$ cat src/rtl/fp_round_pkg.sv
package fp_round_pkg;

  typedef enum logic [1:0] {
    RND_NEAREST = 2'b00,
    RND_ZERO    = 2'b01,
    RND_UP      = 2'b10,
    RND_DOWN    = 2'b11
  } rnd_mode_e;

  localparam int unsigned GRS_W = 3;

endpackage

$ cat src/rtl/fp_round_decide.sv
module fp_round_decide
  import fp_round_pkg::*;
(
  input  logic             sign_i,
  input  logic             lsb_i,
  input  logic [GRS_W-1:0] grs_i,
  input  logic [1:0]       mode_i,
  output logic             inc_o,
  output logic             any_o
);

  logic guard_b;
  logic tail_b;

  always_comb begin
    guard_b = grs_i[GRS_W-1];
    tail_b  = |grs_i[GRS_W-2:0];
    any_o   = |grs_i;
    unique case (rnd_mode_e'(mode_i))
      RND_NEAREST: inc_o = guard_b & (tail_b | lsb_i);
      RND_ZERO:    inc_o = 1'b0;
      RND_UP:      inc_o = any_o & ~sign_i;
      RND_DOWN:    inc_o = any_o & sign_i;
      default:     inc_o = 1'b0;
    endcase
  end

endmodule

$ cat src/rtl/fp_round_incr.sv
module fp_round_incr #(
  parameter int unsigned EXP_W = 8,
  parameter int unsigned MAN_W = 23
) (
  input  logic [EXP_W-1:0] exp_i,
  input  logic [MAN_W:0]   sig_i,
  input  logic             inc_i,
  output logic [MAN_W-1:0] frac_o,
  output logic [EXP_W-1:0] exp_o,
  output logic             carry_o
);

  localparam int unsigned SIG_W = MAN_W + 1;

  logic [SIG_W:0]   sum_w;
  logic [SIG_W-1:0] norm_w;

  always_comb begin
    sum_w   = {1'b0, sig_i} + {{SIG_W{1'b0}}, inc_i};
    carry_o = sum_w[SIG_W];
    if (carry_o) begin
      norm_w = sum_w[SIG_W:1];
      exp_o  = exp_i + {{(EXP_W-1){1'b0}}, 1'b1};
    end else begin
      norm_w = sum_w[SIG_W-1:0];
      if ((exp_i == '0) && sum_w[SIG_W-1])
        exp_o = {{(EXP_W-1){1'b0}}, 1'b1};
      else
        exp_o = exp_i;
    end
    frac_o = norm_w[MAN_W-1:0];
  end

endmodule

$ cat src/rtl/fp_round_pack.sv
module fp_round_pack #(
  parameter int unsigned EXP_W = 8,
  parameter int unsigned MAN_W = 23
) (
  input  logic [MAN_W-1:0] frac_i,
  input  logic [EXP_W-1:0] exp_i,
  input  logic             carry_i,
  output logic [MAN_W-1:0] frac_o,
  output logic [EXP_W-1:0] exp_o,
  output logic             ovf_o
);

  localparam logic [EXP_W-1:0] EXP_INF = {EXP_W{1'b1}};

  always_comb begin
    ovf_o = carry_i && (exp_i == EXP_INF);
    if (ovf_o) begin
      frac_o = '0;
      exp_o  = EXP_INF;
    end else begin
      frac_o = frac_i;
      exp_o  = exp_i;
    end
  end

endmodule

$ cat src/rtl/fp_round_unit.sv
module fp_round_unit
  import fp_round_pkg::*;
#(
  parameter int unsigned EXP_W = 8,
  parameter int unsigned MAN_W = 23
) (
  input  logic             sign_i,
  input  logic [EXP_W-1:0] exp_i,
  input  logic [MAN_W:0]   sig_i,
  input  logic [GRS_W-1:0] xtra_i,
  input  logic [1:0]       rnd_mode_i,
  output logic [MAN_W-1:0] frac_o,
  output logic [EXP_W-1:0] exp_o,
  output logic             inexact_o,
  output logic             ovf_o
);

  logic             inc_w;
  logic             any_w;
  logic [MAN_W-1:0] frac_w;
  logic [EXP_W-1:0] exp_w;
  logic             carry_w;

  fp_round_decide u_decide (
    .sign_i (sign_i),
    .lsb_i  (sig_i[0]),
    .grs_i  (xtra_i),
    .mode_i (rnd_mode_i),
    .inc_o  (inc_w),
    .any_o  (any_w)
  );

  fp_round_incr #(.EXP_W(EXP_W), .MAN_W(MAN_W)) u_incr (
    .exp_i   (exp_i),
    .sig_i   (sig_i),
    .inc_i   (inc_w),
    .frac_o  (frac_w),
    .exp_o   (exp_w),
    .carry_o (carry_w)
  );

  fp_round_pack #(.EXP_W(EXP_W), .MAN_W(MAN_W)) u_pack (
    .frac_i  (frac_w),
    .exp_i   (exp_w),
    .carry_i (carry_w),
    .frac_o  (frac_o),
    .exp_o   (exp_o),
    .ovf_o   (ovf_o)
  );

  assign inexact_o = any_w;

endmodule

$ cat config.mk
export PLATFORM = sky130hd
export DESIGN_NAME = fp_round_unit
export DESIGN_NICKNAME = d
export VERILOG_FILES = /design/src/rtl/fp_round_pkg.sv /design/src/rtl/fp_round_decide.sv /design/src/rtl/fp_round_incr.sv /design/src/rtl/fp_round_pack.sv /design/src/rtl/fp_round_unit.sv
export SDC_FILE = /design/constraint.sdc
export NUM_CORES = 1
export LEC_CHECK = 0
export ABC_AREA = 1
export BUFFER_PORTS_ARGS = -buffer_cell sky130_fd_sc_hd__buf_2
export CAP_MARGIN = 20
export CORE_ASPECT_RATIO = 1.4
export CORE_MARGIN = 2
export CORE_UTILIZATION = 38
export DETAILED_ROUTE_END_ITERATION = 8
export GPL_ROUTABILITY_DRIVEN = 0
export PLACE_DENSITY_LB_ADDON = 0.3
export SKIP_LAST_GASP = 1
export SYNTH_ARGS = -nofsm -noshare
export SYNTH_HDL_FRONTEND = slang
export SYNTH_SLANG_ARGS = --single-unit
$ cat constraint.sdc
create_clock -name vclk -period 5.8
set_input_delay 1.16 -clock vclk [all_inputs]
set_output_delay 1.16 -clock vclk [all_outputs]
set_load 0.02 [all_outputs]
After elaboration in Yosys (flattened, before gate mapping) --
Index checks and enable logic that the tools add are counted.
Cells by class: reduce and logical (&&, ||, !) cells 6, eq/ne operators 4, mux-type cells 6, bitwise logic cells 5, add/sub/neg operators 2
Operators with widths (number):
- $mux 23 | 2
- $add 24x1->25 | 1
- $mux 8 | 3
- $add 8x1->8 const B | 1
- $eq 8x8->1 const B | 1
- $logic_not 8->1 | 1
- $eq 2x2->1 const B | 2
- $pmux 1 s4 | 1
- $and 1x1->1 | 3
- $reduce_or 3->1 | 1
- $eq 2x1->1 const B | 1
- $logic_and 1x1->1 | 2
- $logic_not 2->1 | 1
- $reduce_or 2->1 | 1
- $not 1->1 | 1
- $or 1x1->1 | 1
Word-level totals: bits in registers 0, logic and storage cells 23

Depth between registers and ports, before layout --
Gate-level depths: netlist (run 1).
depth after elaboration 11, depth in mapped cells 18, gate-level depth less buffers 17

Cells and area by module --
Synthesis (run 1) repeated with hierarchy kept, for this count alone.
Unflattened totals: cell total of the unflattened synthesis 260, area, all modules 1376.3 um^2
Modules (own cells, without submodules):
- fp_round_incr | area each 1001.0 um^2, times used 1, sequential area each 0.0 um^2, cells each 180
- fp_round_pack | area each 302.8 um^2, times used 1, sequential area each 0.0 um^2, cells each 66
- fp_round_decide | area each 72.6 um^2, times used 1, sequential area each 0.0 um^2, cells each 14

Worst setup path before layout (run 1) --
No wires, ideal clock.
path type input-to-output, from in xtra_i[2], to out ovf_o, path buffers 1, stages on the path 13, data arrival time 3.930 ns, setup slack 0.710 ns, data required time 4.640 ns, path through or3_1 -> a32o_1 -> ha_1 -> ha_1 -> nand2_1 -> nor2_2 -> nand4_1 -> nor2_1 -> buf_4 -> nand2_1 -> a21boi_0 -> nand4_1 -> nor2_1
Between the ends: cells in the longest elaborated chain, start to end 9, elaborated cells between the ends (all ways) 11, classes of those cells add/sub (1); eq/ne (1); mux (3); bitwise (3); reduce/logical (3)
Ends and longest elaborated chain:
- from (decl) | RTL line fp_round_unit.sv:10 | input logic [GRS_W-1:0] xtra_i,
- $reduce_or 3->1 | RTL line fp_round_decide.sv:18 | any_o = |grs_i;
- $and 1x1->1, on equally long branches | RTL line fp_round_decide.sv:23, fp_round_decide.sv:22
- $pmux 1 s4 * | RTL line fp_round_decide.sv:19 | unique case (rnd_mode_e'(mode_i))
- $add 24x1->25 * | RTL line fp_round_incr.sv:19 | sum_w = {1'b0, sig_i} + {{SIG_W{1'b0}}, inc_i};
- $logic_and 1x1->1 | RTL line fp_round_incr.sv:26 | if ((exp_i == '0) && sum_w[SIG_W-1])
- $mux 8 | RTL line fp_round_incr.sv:26
- $mux 8 | RTL line fp_round_incr.sv:21 | if (carry_o) begin
- $eq 8x8->1 | RTL line fp_round_pack.sv:16 | ovf_o = carry_i && (exp_i == EXP_INF);
- $logic_and 1x1->1 * | RTL line fp_round_pack.sv:16
- to (decl) | RTL line fp_round_unit.sv:15 | output logic ovf_o
Every way passes the cells marked *; elsewhere a longest branch is shown, timed or not.

Worst setup path in the final report (run 1) --
from in rnd_mode_i[0], to out frac_o[0]
Between the ends: cells in the longest elaborated chain, start to end 9, elaborated cells between the ends (all ways) 13, classes of those cells add/sub (1); eq/ne (4); mux (5); reduce/logical (3)
Ends and longest elaborated chain:
- from (decl) | RTL line fp_round_unit.sv:11 | input logic [1:0] rnd_mode_i,
- $eq 2x2->1 (tied with other cells) | RTL line fp_round_decide.sv:19
- $pmux 1 s4 * | RTL line fp_round_decide.sv:19
- $add 24x1->25 * | RTL line fp_round_incr.sv:19
- $logic_and 1x1->1 | RTL line fp_round_incr.sv:26
- $mux 8 | RTL line fp_round_incr.sv:26
- $mux 8 | RTL line fp_round_incr.sv:21
- $eq 8x8->1 | RTL line fp_round_pack.sv:16
- $logic_and 1x1->1 | RTL line fp_round_pack.sv:16
- $mux 23 * | RTL line fp_round_pack.sv:17 | if (ovf_o) begin
- to (decl) | RTL line fp_round_unit.sv:12 | output logic [MAN_W-1:0] frac_o,
Marks and branches as above.

==> impl_metrics.tcl, run 1 <==
set metrics [dict create \
    status "completed" \
    period_minus_slack_ps 5170 \
    arrival_ps 4010 \
    avgSynthCellArea_um2 5.41 \
    start_kind "primary input" \
    yosysTopAreaCellShare_pct 19.3 \
    max_clock_freq_mhz 194 \
    grt_pass1_wl_mm 6.01 \
    portBuffers 71 \
    setup_slack_ps 632 \
    relSlewSlack_pct 45.0 \
    antennaDiodeCount 0 \
    fin_crit_sh_pct 89.1 \
    grt_start_max_net_pins 14 \
    ys_warn_count 0 \
    wire_per_inst_um 11.1 \
    seq_cells 0 \
    hpwl_mm 3.19 \
    design.die.area_um2 3710 \
    gr-total-overflow 0 \
    initial_core_util_pct 39.7 \
    grt_pass1_vias 1450 \
    syn-num-nets 269 \
    hold_viol_final 0 \
    final_cell_count_no_fill 333 \
    hp-class "primary input to output port" \
    ctsResizeCount 0 \
    final_common_cell "buf_2" \
    antenna_found_initial 0 \
    cts_setup_buffers 0 \
    routed_wl_mm 3.70 \
    place_inst 333 \
    synth_area_um2 1230 \
    tns_ps 0 \
    synth_top_cells_by_area "nand2_1 (19%), nor2_1 (12%), xnor2_1 (7.8%)" \
    dp_slack_ps 595 \
    drc 0 \
    synth_top_cell_by_area "nand2_1" \
    setup_viol 0 \
    area_growth_pct 29.5 \
    crit_fanout 13 \
    ir_drop_mv 0.0277 \
    hold_ws_ps 2680 \
    seq_area_frac_synth_pct 0 \
    dr.pass1.iters 4 \
    power.density_nw_per_um2 61.7 \
    syn_inst 227 \
    drive_gt1_share_pct 35.7 \
    antenna_left 0 \
    p_total_uw 98.1 \
    final_cell_mix "buf_2 (71), nand2_1 (63), nor2_1 (38), inv_1 (21), nor2_2 (15)" \
    coreArea_um2 3090 \
    required_ps 4640 \
    leakagePower_uw 0.000806 \
    die_h_um 71.2 \
    slew_violations 0 \
    num_rows 24 \
    cp-end-kind "output port" \
    regArea_um2 0 \
    clkbuf_count 0 \
    worst-slew-pin-transition_ps 821 \
    io_pins 71 \
    synth_cell_types 33 \
    cts_hold_buf 0 \
    grt_usage_pct 19.6 \
    drt_iter0_markers 26 \
    cap_viol_max_count 0 \
    crit_type "primary input to output port" \
    via_per_inst 4.91 \
    die_w_um 52.0 \
    grt_setup_unrepaired "false" \
    num_vias 1635 \
    nets 338 \
]
## per-layer routing
layer  vias to the layer above  global-route usage [%]  wire (µm)
met3                         4                   0.208        191
li1                        867                       -          -
met2                        52                    38.0       1930
met5                         -                       0          0
met4                         0                    2.05         36
met1                       712                    24.2       1540
## power breakdown
part / internal, µW / total, µW / switching, µW
logic: 36.8 / 98.1 / 61.3
clock network: 0 / 0 / 0
registers: 0 / 0 / 0
## worst max-delay path, cell delays in order
cell and delay, ps:
buf_2 110, xnor2_1 140, a32o_1 180, ha_1 160, ha_1 170, nand2_1 90
nor2_2 190, nand4_1 170, nor2_1 670, nand2_1 100, nand2_1 180, nand3_4 90
nor2_4 360, nor2_1 70, buf_2 170
## through the flow
stage | instance area, µm² | utilization (%)
floorplan | 1230 | -
global placement | 1590 | 51.4
detailed placement | 1590 | 51.4
CTS | 1590 | 51.4
global route | 1590 | 51.4
finish | 1590 | 51.4
## final timing paths
path | startpoint | end | slack, ps | cells past startpoint
hold / removal | xtra_i[0] | inexact_o | 2680 | 3
setup / recovery | rnd_mode_i[0] | frac_o[0] | 630 | 15
## cells in the mapped netlist, types with 2 or more instances
cell and count:
nand3_1 14, inv_2 3, nor2_1 38, xnor2_1 11, o21ai_2 2, xor2_1 6
o21ai_0 5, a21oi_1 4, nor2_2 15, nand2_1 63, inv_1 21, nand4_1 9
nand2_2 3, ha_1 4, nor2_4 5, nor3_1 5, nor4_1 2, nand3_2 2
## cells by family after synthesis
logic type                 after synthesis  share of synthesized area, %
and+or+nand+nor                        162                          64.7
adders and majority gates                4                          4.08
xor gates and xnor gates                17                          12.1
AOI/OAI and AO/OA                       15                          7.54
buffers and inverters                   29                          11.5
## final cells by class
cell class                 instances  area (µm²)
fill                             350        1500
multi-input combinational        198        1090
timing repair buffer              71         355
tap                               39        48.8
inverter                          25        98.8
Note: power is estimated with default switching activity, not from simulation.
==> inputs of run 2 (changes only) <==
--- a/config.mk
+++ b/config.mk
@@ -14,6 +14,7 @@
 export DETAILED_ROUTE_END_ITERATION = 8
 export GPL_ROUTABILITY_DRIVEN = 0
 export PLACE_DENSITY_LB_ADDON = 0.3
+export RECOVER_POWER = 100
 export SKIP_LAST_GASP = 1
 export SYNTH_ARGS = -nofsm -noshare
 export SYNTH_HDL_FRONTEND = slang
==> run 2 against run 1 <==
  * Routed wire length is 0.30% higher
  * Combinational power fell by 2.9%
  * Power decreased by 2.9%
  * Fmax down 1.7%
  * Hold slack improved by 55 ps
  * Final area down 2.9%
  * Largest cell class unchanged
==> impl_metrics.tcl, run 2 (synthesis gave the netlist of run 1 again) <==
set metrics [dict create \
    io_pins 71 \
    pwr-share-seq_pct 0 \
    cpPeakStageDelay_ps 670 \
    crit_fanout 13 \
    power.density_nw_per_um2 61.8 \
    slew_violations 0 \
    nets 338 \
    drive_gt1_share_pct 25.2 \
    hold_viol_final 0 \
    hpwl_mm 3.19 \
    grt_pass1_wl_mm 6.01 \
    initial_core_util_pct 39.7 \
    die_w_um 52.0 \
    worstPathCellList "buf_2, xnor2_1, a32o_1, ha_1, ha_1, nand2_1, nor2_1, nand4_1, nor2_1, nand2_1, nand2_1, nand3_4, nor2_4, nor2_1, clkbuf_1" \
    gr-total-overflow 0 \
    setup_slack_ps 546 \
    grt_usage_pct 19.6 \
    worstHoldPathCells 4 \
    hp-class "primary input to output port" \
    switchingPower_uw 61.6 \
    area_growth_pct 25.7 \
    tns_ps 0 \
    relSlewSlack_pct 44.9 \
    final_cell_mix "nand2_1 (64), buf_2 (42), nor2_1 (39), clkbuf_1 (29), inv_1 (21)" \
    cts_hold_buf 0 \
    path_delay_family "simple AND/OR/NAND/NOR gates" \
    wire_per_inst_um 11.1 \
    required_ps 4640 \
    fin_crit_sh_pct 90.6 \
    crit_type "primary input to output port" \
    clockPowerShare_pct 0 \
    drc 0 \
    worst-slew-pin-transition_ps 823 \
    status "completed" \
    regArea_um2 0 \
    power_frac_comb_pct 100.0 \
    coreArea_um2 3090 \
    antenna_left 0 \
    critPathSlowestCell "nor2_1" \
    num_vias 1634 \
    switching_share_pct 64.7 \
    start_kind "primary input" \
    final_area_um2 1540 \
    num_rows 24 \
    setup_viol 0 \
    ir_drop_mv 0.0265 \
    cap_viol_max_count 0 \
    p_int_uw 33.7 \
    grt_pass1_vias 1450 \
    p_total_uw 95.3 \
    antennaDiodeCount 0 \
    worst-path-buf-inv 2 \
    final_common_cell "nand2_1" \
    antenna_found_initial 0 \
    grt_setup_unrepaired "false" \
    cts_setup_buffers 0 \
    worstSetupStartpoint "rnd_mode_i[0]" \
    arrival_ps 4090 \
    hp-start "sig_i[19]" \
    max_clock_freq_mhz 190 \
    cp-end-kind "output port" \
    leakagePower_uw 0.000709 \
    design.die.area_um2 3710 \
    grt_start_max_net_pins 14 \
    dp_slack_ps 595 \
    via_per_inst 4.91 \
    placed_cell_area_um2 1590 \
    period_minus_slack_ps 5250 \
    ctsResizeCount 0 \
    clkbuf_count 0 \
    drt_iter0_markers 29 \
    routed_wl_mm 3.71 \
    cp_num_cells 15 \
    portBuffers 71 \
    dr.pass1.iters 4 \
    die_h_um 71.2 \
    seq_cells 0 \
]
## run 2: metrics by stage
stage          hold slack [ps]  cells  utilization, %
6_report                  2730    333            49.9
5_1_grt                   2770    333            49.9
3_3_place_gp              2670    333            51.4
3_5_place_dp              2680    333            51.4
2_1_floorplan             2480    227               -
4_1_cts                   2680    333            51.4
## run 2: path summary, 6_finish.rpt
check | endpoint | slack, ps
min | frac_o[19] | 2730
max | frac_o[0] | 550
## run 2: layout make-up
class	instances	area, µm²
Fill cell	366	1550
Timing Repair Buffer	71	319
Multi-Input combinational cell	198	1080
Inverter	25	98.8
Tap cell	39	48.8
## run 2: power groups by stage
stage	clock [µW]	combinational (µW)	sequential (µW)
after floorplan	0	57.3	0
after global placement	0	97.7	0
after detailed placement	0	97.9	0
after CTS	0	98.3	0
after global routing	0	105	0
final	0	95.3	0
## run 2: layer usage
metal	routed length, µm	GRT usage (%)	share of wire [%]
met3	204	0.208	5.5
met2	1920	38.0	52
met5	0	0	0
met1	1550	24.2	42
met4	37	2.05	1.0
## run 2: tightest hold or removal path: stages
cell and delay (ps):
buf_2 110, xor2_1 60, nor2_1 80, buf_2 160
